<file path="src/rtl/uart_rx_pkg.sv">
package uart_rx_pkg;

  typedef enum logic [1:0] {
    ST_HUNT  = 2'd0,
    ST_START = 2'd1,
    ST_DATA  = 2'd2,
    ST_STOP  = 2'd3
  } rx_state_e;

  function automatic logic maj3(input logic [2:0] s);
    return (s[0] & s[1]) | (s[0] & s[2]) | (s[1] & s[2]);
  endfunction

  function automatic logic split3(input logic [2:0] s);
    return (s != 3'b000) && (s != 3'b111);
  endfunction

  function automatic logic [1:0] highs3(input logic [2:0] s);
    return {1'b0, s[0]} + {1'b0, s[1]} + {1'b0, s[2]};
  endfunction

endpackage

</file>
<file path="src/rtl/uart_rx_sync.sv">
module uart_rx_sync #(
  parameter int STAGES = 2
) (
  input  logic clk,
  input  logic rst,
  input  logic din,
  output logic dout
);
  logic [STAGES-1:0] ff;

  generate
    if (STAGES == 1) begin : g_one
      always_ff @(posedge clk) begin
        if (rst) ff <= '1;
        else     ff <= din;
      end
    end else begin : g_chain
      always_ff @(posedge clk) begin
        if (rst) ff <= '1;
        else     ff <= {ff[STAGES-2:0], din};
      end
    end
  endgenerate

  assign dout = ff[STAGES-1];
endmodule

</file>
<file path="src/rtl/uart_rx_sampler.sv">
// Captures the line at two chosen slots; the third member of the vector
// is the live line, valid in the tick that follows the second capture.
module uart_rx_sampler #(
  parameter int SLOT_W = 5,
  parameter int P0     = 8,
  parameter int P1     = 9
) (
  input  logic              clk,
  input  logic              rst,
  input  logic              tick,
  input  logic [SLOT_W-1:0] slot,
  input  logic              line,
  output logic [2:0]        vec
);
  logic r0, r1;

  always_ff @(posedge clk) begin
    if (rst) begin
      r0 <= 1'b1;
      r1 <= 1'b1;
    end else if (tick) begin
      if (slot == SLOT_W'(P0)) r0 <= line;
      if (slot == SLOT_W'(P1)) r1 <= line;
    end
  end

  assign vec = {r0, r1, line};
endmodule

</file>
<file path="src/rtl/uart_rx_frame.sv">
module uart_rx_frame
  import uart_rx_pkg::*;
#(
  parameter int DATA_W    = 8,
  parameter int OSR       = 16,
  parameter int IDLE_ONES = 3
) (
  input  logic              clk,
  input  logic              rst,
  input  logic              tick,
  input  logic              line,
  output logic              done,
  output logic [DATA_W-1:0] data,
  output logic              noise,
  output logic              ferr
);
  localparam int SLOT_W = $clog2(OSR + 1);
  localparam int IDX_W  = (DATA_W > 1) ? $clog2(DATA_W) : 1;
  localparam int ONES_W = $clog2(IDLE_ONES + 1);
  localparam int VB     = OSR / 2 + 1;
  localparam int VA     = VB - 1;
  localparam int VC     = VB + 1;
  localparam int SC     = OSR / 2 - 1;
  localparam int SB     = SC - 2;
  localparam int SA     = SC - 4;
  localparam logic [SLOT_W-1:0] SLOT_FIRST = SLOT_W'(1);
  localparam logic [SLOT_W-1:0] SLOT_NEXT  = SLOT_W'(2);

  rx_state_e         st;
  logic [SLOT_W-1:0] slot;
  logic [IDX_W-1:0]  idx;
  logic [DATA_W-1:0] shreg;
  logic [ONES_W-1:0] ones;
  logic              nacc, armed, prev;
  logic [2:0]        svec, dvec;

  uart_rx_sampler #(.SLOT_W(SLOT_W), .P0(SA), .P1(SB)) u_start_smp (
    .clk(clk), .rst(rst), .tick(tick), .slot(slot), .line(line), .vec(svec)
  );

  uart_rx_sampler #(.SLOT_W(SLOT_W), .P0(VA), .P1(VB)) u_bit_smp (
    .clk(clk), .rst(rst), .tick(tick), .slot(slot), .line(line), .vec(dvec)
  );

  logic       at_sc, at_vc, last_slot, fall, early_win, late_win, resync;
  logic       vbit, vsplit, last_idx;
  logic [1:0] shigh;

  assign at_sc     = (slot == SLOT_W'(SC));
  assign at_vc     = (slot == SLOT_W'(VC));
  assign last_slot = (slot == SLOT_W'(OSR));
  assign fall      = prev & ~line;
  assign early_win = (slot <= SLOT_W'(SC));
  assign late_win  = (slot > SLOT_W'(VC));
  assign resync    = ((st == ST_DATA) || (st == ST_STOP)) && armed && fall &&
                     (early_win || late_win);
  assign vbit      = maj3(dvec);
  assign vsplit    = split3(dvec);
  assign shigh     = highs3(svec);
  assign last_idx  = (idx == IDX_W'(DATA_W - 1));

  always_ff @(posedge clk) begin
    if (rst) begin
      st    <= ST_HUNT;
      slot  <= '0;
      idx   <= '0;
      shreg <= '0;
      ones  <= '0;
      nacc  <= 1'b0;
      armed <= 1'b0;
      prev  <= 1'b1;
      done  <= 1'b0;
      data  <= '0;
      noise <= 1'b0;
      ferr  <= 1'b0;
    end else begin
      done <= 1'b0;
      if (tick) begin
        prev <= line;
        case (st)
          ST_HUNT: begin
            if (!line && (ones >= ONES_W'(IDLE_ONES))) begin
              st   <= ST_START;
              slot <= SLOT_NEXT;
              nacc <= 1'b0;
              ones <= '0;
            end else if (!line) begin
              ones <= '0;
            end else if (ones < ONES_W'(IDLE_ONES)) begin
              ones <= ones + 1'b1;
            end
          end
          ST_START: begin
            slot <= slot + 1'b1;
            if (at_sc) begin
              if (shigh > 2'd1) begin
                st   <= ST_HUNT;
                ones <= '0;
              end else begin
                nacc <= (shigh == 2'd1);
              end
            end
            if (last_slot) begin
              st    <= ST_DATA;
              slot  <= SLOT_FIRST;
              idx   <= '0;
              armed <= 1'b0;
            end
          end
          ST_DATA, ST_STOP: begin
            if (resync) begin
              slot  <= SLOT_NEXT;
              armed <= 1'b0;
              if (late_win && (st == ST_DATA)) begin
                if (last_idx) st <= ST_STOP;
                else          idx <= idx + 1'b1;
              end
            end else begin
              if (last_slot) begin
                slot <= SLOT_FIRST;
                if (st == ST_DATA) begin
                  if (last_idx) st <= ST_STOP;
                  else          idx <= idx + 1'b1;
                end
              end else begin
                slot <= slot + 1'b1;
              end
              if (at_vc) begin
                armed <= vbit;
                nacc  <= nacc | vsplit;
                if (st == ST_DATA) begin
                  shreg <= {vbit, shreg[DATA_W-1:1]};
                end else begin
                  done  <= 1'b1;
                  data  <= shreg;
                  noise <= nacc | vsplit;
                  ferr  <= ~vbit;
                  st    <= ST_HUNT;
                  ones  <= '0;
                end
              end
            end
          end
          default: st <= ST_HUNT;
        endcase
      end
    end
  end
endmodule

</file>
<file path="src/rtl/uart_rx_hold.sv">
module uart_rx_hold #(
  parameter int DATA_W = 8
) (
  input  logic              clk,
  input  logic              rst,
  input  logic              done,
  input  logic [DATA_W-1:0] d_in,
  input  logic              n_in,
  input  logic              f_in,
  input  logic              ie,
  input  logic              rd,
  output logic [DATA_W-1:0] data,
  output logic              full,
  output logic              noise,
  output logic              ferr,
  output logic              ovr,
  output logic              irq
);
  always_ff @(posedge clk) begin
    if (rst) begin
      data  <= '0;
      full  <= 1'b0;
      noise <= 1'b0;
      ferr  <= 1'b0;
      ovr   <= 1'b0;
      irq   <= 1'b0;
    end else begin
      if (done) begin
        data  <= d_in;
        full  <= 1'b1;
        noise <= n_in;
        ferr  <= f_in;
        ovr   <= full & ~rd;
      end else if (rd) begin
        full  <= 1'b0;
        noise <= 1'b0;
        ferr  <= 1'b0;
        ovr   <= 1'b0;
      end
      irq <= ie & (done | (full & ~rd));
    end
  end
endmodule

</file>
<file path="src/rtl/uart_os_rx.sv">
module uart_os_rx #(
  parameter int DATA_W      = 8,
  parameter int OSR         = 16,
  parameter int IDLE_ONES   = 3,
  parameter int SYNC_STAGES = 2
) (
  input  logic              clk,
  input  logic              rst,
  input  logic              tick16,
  input  logic              rxd,
  input  logic              rx_ie,
  input  logic              rd_strobe,
  output logic [DATA_W-1:0] rx_data,
  output logic              rx_full,
  output logic              noise_flag,
  output logic              frame_err,
  output logic              overrun,
  output logic              irq
);
  logic              rxd_s;
  logic              fr_done;
  logic [DATA_W-1:0] fr_data;
  logic              fr_noise;
  logic              fr_ferr;

  uart_rx_sync #(.STAGES(SYNC_STAGES)) u_sync (
    .clk(clk), .rst(rst), .din(rxd), .dout(rxd_s)
  );

  uart_rx_frame #(.DATA_W(DATA_W), .OSR(OSR), .IDLE_ONES(IDLE_ONES)) u_frame (
    .clk(clk), .rst(rst), .tick(tick16), .line(rxd_s),
    .done(fr_done), .data(fr_data), .noise(fr_noise), .ferr(fr_ferr)
  );

  uart_rx_hold #(.DATA_W(DATA_W)) u_hold (
    .clk(clk), .rst(rst), .done(fr_done), .d_in(fr_data), .n_in(fr_noise),
    .f_in(fr_ferr), .ie(rx_ie), .rd(rd_strobe),
    .data(rx_data), .full(rx_full), .noise(noise_flag), .ferr(frame_err),
    .ovr(overrun), .irq(irq)
  );
endmodule

</file>
<file path="config.mk">
export PLATFORM = sky130hd
export DESIGN_NAME = uart_os_rx
export DESIGN_NICKNAME = d
export VERILOG_FILES = /design/src/rtl/uart_rx_pkg.sv /design/src/rtl/uart_rx_sync.sv /design/src/rtl/uart_rx_sampler.sv /design/src/rtl/uart_rx_frame.sv /design/src/rtl/uart_rx_hold.sv /design/src/rtl/uart_os_rx.sv
export SDC_FILE = /design/constraint.sdc
export NUM_CORES = 1
export LEC_CHECK = 0
export ABC_CLOCK_PERIOD_IN_PS = 3940
export BUFFER_PORTS_ARGS = -buffer_cell sky130_fd_sc_hd__buf_2
export CORE_ASPECT_RATIO = 0.7
export CORE_MARGIN = 3
export CORE_UTILIZATION = 50
export DETAILED_ROUTE_END_ITERATION = 8
export PLACE_DENSITY = 0.7
export SETUP_SLACK_MARGIN = 0.3
export SYNTH_ARGS = -nofsm -noshare
export SYNTH_HDL_FRONTEND = slang
export SYNTH_SLANG_ARGS = --single-unit
export TNS_END_PERCENT = 20
</file>
<file path="constraint.sdc">
create_clock -name clk -period 3.94 [get_ports clk]
set_input_delay 0.197 -clock clk [delete_from_list [all_inputs] [get_ports clk]]
set_output_delay 0.197 -clock clk [all_outputs]
set_load 0.05 [all_outputs]
</file>
==> results of run 1 <==
## sequential cells by signal, indices dropped and copies added, names as in the netlist, 2 cells and up
name	flops
u_frame.slot	5
u_frame.idx	3
u_frame.shreg	8
u_sync.ff	2
u_frame.ones	2
u_frame.st	2
u_hold.data	8
u_frame.data	8
## kinds of logic (layout without fill, tap and decap cells)
group / Yosys count / after routing / synth area share
and+or+nand+nor: 102 / 102 / 0.218
AOI/OAI and AO/OA: 64 / 64 / 0.175
DFF: 53 / 53 / 0.416
buffers and inverters: 33 / 38 / 0.0549
muxes: 23 / 23 / 0.0902
adders and majority gates: 9 / 9 / 0.0461
## metrics by stage
stage | total power, µW | utilization | std cells | setup slack (ns)
6_report | 886 | 0.560 | 358 | 1.87
5_1_grt | 921 | 0.560 | 358 | 1.74
4_1_cts | 894 | 0.560 | 358 | 1.89
3_5_place_dp | 585 | 0.542 | 350 | 1.91
3_3_place_gp | 584 | 0.542 | 350 | 1.94
2_1_floorplan | 577 | - | 284 | 2.09
## synth_stat cells, drive strengths merged (3+ instances only)
cell type | instances | area share
inv | 12 | 0.018
dfxtp | 53 | 0.42
o21ai | 4 | 0.0078
or4 | 3 | 0.0088
a211oi | 3 | 0.0088
nand4 | 4 | 0.0098
nand2 | 24 | 0.035
clkbuf | 11 | 0.016
a211o | 5 | 0.018
ha | 7 | 0.034
or2 | 3 | 0.0074
nor2b | 5 | 0.012
a21oi | 20 | 0.039
mux2i | 23 | 0.090
buf | 10 | 0.021
nor3b | 3 | 0.0088
a21o | 5 | 0.015
nor3 | 5 | 0.0098
nor2 | 27 | 0.040
o211ai | 3 | 0.0088
nand3 | 7 | 0.014
a31oi | 7 | 0.017
nand4b | 3 | 0.010
and4 | 3 | 0.010
## worst reg2reg max path, stage by stage (launching register included)
cell      delay (ns)
dfxtp_1         0.47
inv_1           0.13
ha_1            0.22
and4bb_2        0.34
a2111o_1        0.41
a311o_1         0.37
o21ai_1         0.07
## final cells by class
cell class | count | share of cell area
clock buffer | 5 | 0.0253
multi-input combinational | 198 | 0.496
sequential | 53 | 0.390
inverter | 12 | 0.0165
tap | 69 | 0.0317
timing repair buffer | 18 | 0.0331
clock inverter | 3 | 0.00781
## power by group through the flow
stage	logic [µW]	clock network, µW	registers [µW]
after floorplan	23.0	0	554
after global placement	28.7	0	556
after detailed placement	29.3	0	555
after CTS	29.5	322	543
after global routing	32.6	344	544
final	29.1	314	543
## worst max path at each step
stage | slack [ns] | startpoint | to
floorplan | 2.09 | u_sync.ff[1] | u_frame.ones[1]
global placement | 1.94 | u_frame.slot[0] | u_frame.st[0]
detailed placement | 1.91 | u_frame.slot[1] | u_frame.st[0]
CTS | 1.89 | u_frame.slot[1] | u_frame.st[0]
global route | 1.74 | u_frame.slot[0] | u_frame.st[0]
finish | 1.87 | u_frame.slot[1] | u_frame.st[0]
## per-layer routing
layer	global-route usage	vias to the layer above
met4	0.0602	0
met5	0	-
li1	-	1037
met1	0.268	949
met2	0.261	55
met3	0.0410	10
==> impl_results.md, run 1 <==
- Status: complete, no violations
- Sequential area share after synthesis: 0.416
- Vias in the first global route: 1856
- Power density over cell area: 325 nW/µm²
- CTS Root Cell: clkbuf_8
- WHS Endpoint: u_sync.ff[0]
- Sw Ratio: 0.238
- GRT overflow: 0
- Initial core utilization: 0.525
- Total track usage: 0.182
- Ys flop type: dfxtp_1
- Diodes inserted: 0
- Fin. Hold Viols: 0
- Total CTS buffers: 5
- Mapped Area: 2550 µm²
- Final Skew: 0.00544 ns
- Antenna-violating nets left: 0
- Crit path required time: 4.19 ns
- DR vias: 2051
- Most common cell after layout, fill and taps aside: dfxtp_1
- Filler cells: 449
- Comb pwr share: 0.033
- CTS tree: yes
- Die Y: 65.8 µm
- Drt first pass iters: 4
- VDD IR max: 0.207 mV
- Period Utilization, post-route: 0.526
- Global-route wire length before repair: 8870 µm
- Initial antenna violation count: 0
- Max Fclk: 483 MHz
- CP delay by family, top: compound AO/OA/AOI/OAI gates
- CP Buf/Inv Count: 1
- CTS Sinks: 53
- Most frequent cells in the layout: 53 x dfxtp_1, 27 x nor2_1, 24 x nand2_1
- Share of power burned in registers: 0.613
- Post-synth EDFFs: 0
- PostCTS Resize Cnt: 0
- Area of the multi-input gates: 1350 µm²
- DP Area: 2630 µm²
- Min-Delay Path Depth: 2
- Slowest-stage cell, CP: dfxtp_1
- Synth cell types: 55
- Reg2reg end: u_frame.st[0]
- Worst hold start: rxd
- CTS H-Tree Depth: 2
- Post-CTS setup buffer count: 0
- Crit Reg-Reg Startpoint: u_frame.slot[1]
- Max layer used: met4
- Seq cells post-synth: 53
- Clock latency on the worst-skew pair: 0.31 ns
- CTS Buffer Depth: 2
- Final number of setup-violating endpoints: 0
- Synthesized Nets: 298
- DIE AREA: 6010 µm²
- Relative slew slack: 0.378
- WP data arrival: 2.33 ns
- Clock Power Share: 0.354
- R2R Setup Slk: 1.87 ns
- NumNets Final: 302
- Largest stage delay, worst path: 0.47 ns
- Largest net degree at the start of global routing: 56
- Levels on crit path: 6
- Mapped Avg Cell Area: 8.99 µm²
- Die Wd: 91.4 µm
- FFs w/ async S/R, synth: 0
- # rows: 21
- CORE AREA: 4860 µm²
- Vias per std cell: 5.73
- WL per Instance: 14.6 µm
- LEAKAGE: 0.00103 µW
- WL met1: 2810 µm
- Critical Path End Type: flip-flop
- RSZ-0062 raised after global routing: no
- Internal Power: 676 µW
- Area grow syn2layout: 6.72%
- Clock transition at path regs: 0.10 ns
- Synth Warn #: 0
- Final wirelength: 5240 µm
- Final setup TNS: 0 ns
- IO Pins: 19
- Routability cong.: 0.875
- Routed length on met2: 2090 µm
- PortBufs: 18
- Met3 Wirelength: 275 µm
- Cells after Synth: 284
- Max Cap Viol: 0
- CP Max Fanout: 12
- Reg2reg path depth: 6
- Switch Pwr: 211 µW
- Hold crit path type: in -> reg
- Hold_ws: 0.0633 ns
- DR iter-0 viols: 200
- Share of post-route cells with drive strength above 1: 0.118
- WS Path Type: reg -> reg
- Startpoint types: flip-flop
- # DRC: 0
- Post-cts hold buffer count: 0
- Slew @ Worst Pin: 0.932 ns
- Dpl hpwl: 3550 µm
- CP Cell Sequence: inv_1, ha_1, and4bb_2, a2111o_1, a311o_1, o21ai_1
- Register Area: 1060 µm²
- Non-Filler Cell Area, Final: 2720 µm²
- Max Slew Vio Count: 0
- Final Critical Period: 2.07 ns
(Power assumes the default switching activity.)
==> inputs of run 2 (changes only) <==
Settings changed: ABC_CLOCK_PERIOD_IN_PS 3940 to 1700, PLACE_DENSITY 0.7 to 0.73.
Clock period 3.94 ns to 1.7 ns, I/O delays scaled along.
==> impl_results.md, run 2 (synthesis results as in run 1) <==
- DP Area: 2850 µm² (+8.3%)
- Max Fclk: 592 MHz (+23%)
- Routed length on met2: 2520 µm (+21%)
- Largest net degree at the start of global routing: 35 (-38%)
- Placed insts: 372 (+6.3%)
- Global-route wire length before repair: 9520 µm (+7.3%)
- Die Wd: 91.4 µm (unchanged)
- Share of post-route cells with drive strength above 1: 0.308 (+0.191)
- CTS Root Cell: clkbuf_8
- LEAKAGE: 0.00122 µW (+18%)
- Final wirelength: 6130 µm (+17%)
- Initial core utilization: 0.525 (unchanged)
- Levels on crit path: 7 (+1)
- Vias per std cell: 5.72 (-0.15%)
- Min-Delay Path Depth: 2 (unchanged)
- Relative slew slack: 0.674 (+0.296)
- Worst setup margin: 0.00944 ns (-1.86 ns)
- Max Cap Viol: 0 (unchanged)
- NumNets Final: 334 (+11%)
- Final Skew: 0.00670 ns (+0.00126 ns)
- CTS H-Tree Depth: 2 (unchanged)
- Startpoint types: flip-flop
- Most common cell after layout, fill and taps aside: dfxtp_1
- CP Cell Sequence: ha_4, and4b_1, o211ai_1, buf_4, buf_6, a21o_1, a211oi_2
- DR vias: 2231 (+8.8%)
- GRT overflow: 0 (unchanged)
- Initial antenna violation count: 0 (unchanged)
- Max layer used: met4
- CTS Sinks: 53 (unchanged)
- Max Slew Vio Count: 0 (unchanged)
- CORE AREA: 4860 µm² (unchanged)
- Final setup TNS: 0 ns (unchanged)
- Hold crit path type: in -> reg
- Vias in the first global route: 1948 (+5.0%)
- Total track usage: 0.199 (+0.0168)
- Critical Path End Type: flip-flop
- Setup WS pre-CTS: -0.000453 ns (-1.91 ns)
- Met3 Wirelength: 368 µm (+34%)
- DIE AREA: 6010 µm² (unchanged)
- WP data arrival: 1.93 ns (-0.40 ns)
- Largest stage delay, worst path: 0.39 ns (-0.08 ns)
- Clock transition at path regs: 0.10 ns (about the same)
- # DRC: 0 (unchanged)
- CTS Buffer Depth: 2 (unchanged)
- Slew @ Worst Pin: 0.486 ns (-0.446 ns)
- Crit path required time: 1.94 ns (-2.25 ns)
- Reg2reg path depth: 7 (+1)
- WL per Instance: 15.7 µm (+7.5%)
- CP delay by family, top: compound AO/OA/AOI/OAI gates
- Dpl hpwl: 4120 µm (+16%)
- VDD IR max: 0.372 mV (+80%)
- Routability cong.: 0.837 (-4.4%)
- WL met1: 3170 µm (+13%)
- # rows: 21 (unchanged)
- Clock latency on the worst-skew pair: 0.31 ns (about the same)
- CP Max Fanout: 5 (-7)
- Final Critical Period: 1.69 ns (-0.382 ns)
- PortBufs: 18 (unchanged)
- WS Path Type: reg -> reg
- Area grow syn2layout: 25.1%
- Final number of setup-violating endpoints: 0 (unchanged)
- Power density over cell area: 652 nW/µm² (+100%)
- Period Utilization, post-route: 0.994 (+0.468)
- Die Y: 65.8 µm (unchanged)
- Antenna-violating nets left: 0 (unchanged)
- DR iter-0 viols: 128 (-36%)
- Biggest regs: u_frame.data: 8 flops, u_frame.shreg: 8 flops, u_hold.data: 8 flops
- Fin. Hold Viols: 0 (unchanged)
- Slowest-stage cell, CP: dfxtp_4
- Status: complete, no violations
- CTS tree: yes
- Non-Filler Cell Area, Final: 3190 µm² (+17%)
- Finished Layout Cells: 390 (+8.9%)
- Hold_ws: 0.149 ns (+0.0856 ns)
- Drt first pass iters: 4 (unchanged)
- Most frequent cells in the layout: 45 x dfxtp_1, 27 x nor2_1, 24 x nand2_1
- IO Pins: 19 (unchanged)
- Diodes inserted: 0 (unchanged)
- CP Buf/Inv Count: 2 (+1)
- Total CTS buffers: 5 (unchanged)
- RSZ-0062 raised after global routing: yes
==> run 2: worst register-to-register path, stage by stage, from the launching register on <==
cell and delay [ns]:
dfxtp_4 0.39, ha_4 0.18, and4b_1 0.31, o211ai_1 0.12
buf_4 0.18, buf_6 0.11, a21o_1 0.18, a211oi_2 0.16
==> run 2: where the power goes <==
part           switching, µW  internal, µW  leakage, µW
combinational           55.8          38.4     0.000739
clock                    436           301    0.0000466
sequential              8.78          1240     0.000432
total                    500          1580      0.00122
==> run 2: final cells by class <==
cell class                 count  area, µm²
fill                         403       1670
multi-input combinational    199       1520
sequential                    53       1080
timing repair buffer          49        364
tap                           69       86.3
clock buffer                   5       68.8
inverter                      12       50.0
clock inverter                 3       25.0
==> run 2: path summary, 6_finish.rpt <==
| path | slack, ns | to | startpoint |
|---|---|---|---|
| max | 0.009 | u_frame.armed | u_frame.slot[1] |
| min | 0.15 | u_frame.nacc | tick16 |
| max reg2reg | 0.009 | u_frame.armed | u_frame.slot[1] |
| min reg2reg | 0.42 | u_sync.ff[1] | u_sync.ff[0] |
==> run 2: per-stage QoR <==
step                 util  total power [µW]
finish              0.657              2080
detailed placement  0.587              1360
global route        0.657              2160
CTS                 0.618              2100
global placement    0.587              1360
floorplan               -              1340
==> run 2: timing repair <==
action | CTS | global route
endpoints found under the setup margin | 33 | 36
hold buffers | 3 | 0
resized for setup | 6 | 33
cloned | 0 | 1
pin swaps | 3 | 14
setup buffers | 2 | 4
hold endpoints to repair | 3 | 0
==> run 2: layer usage <==
layer  up-vias  GRT usage
li1       1107          -
met1      1051      0.312
met2        64      0.269
met3         9     0.0387
met4         0     0.0583
met5         -          0
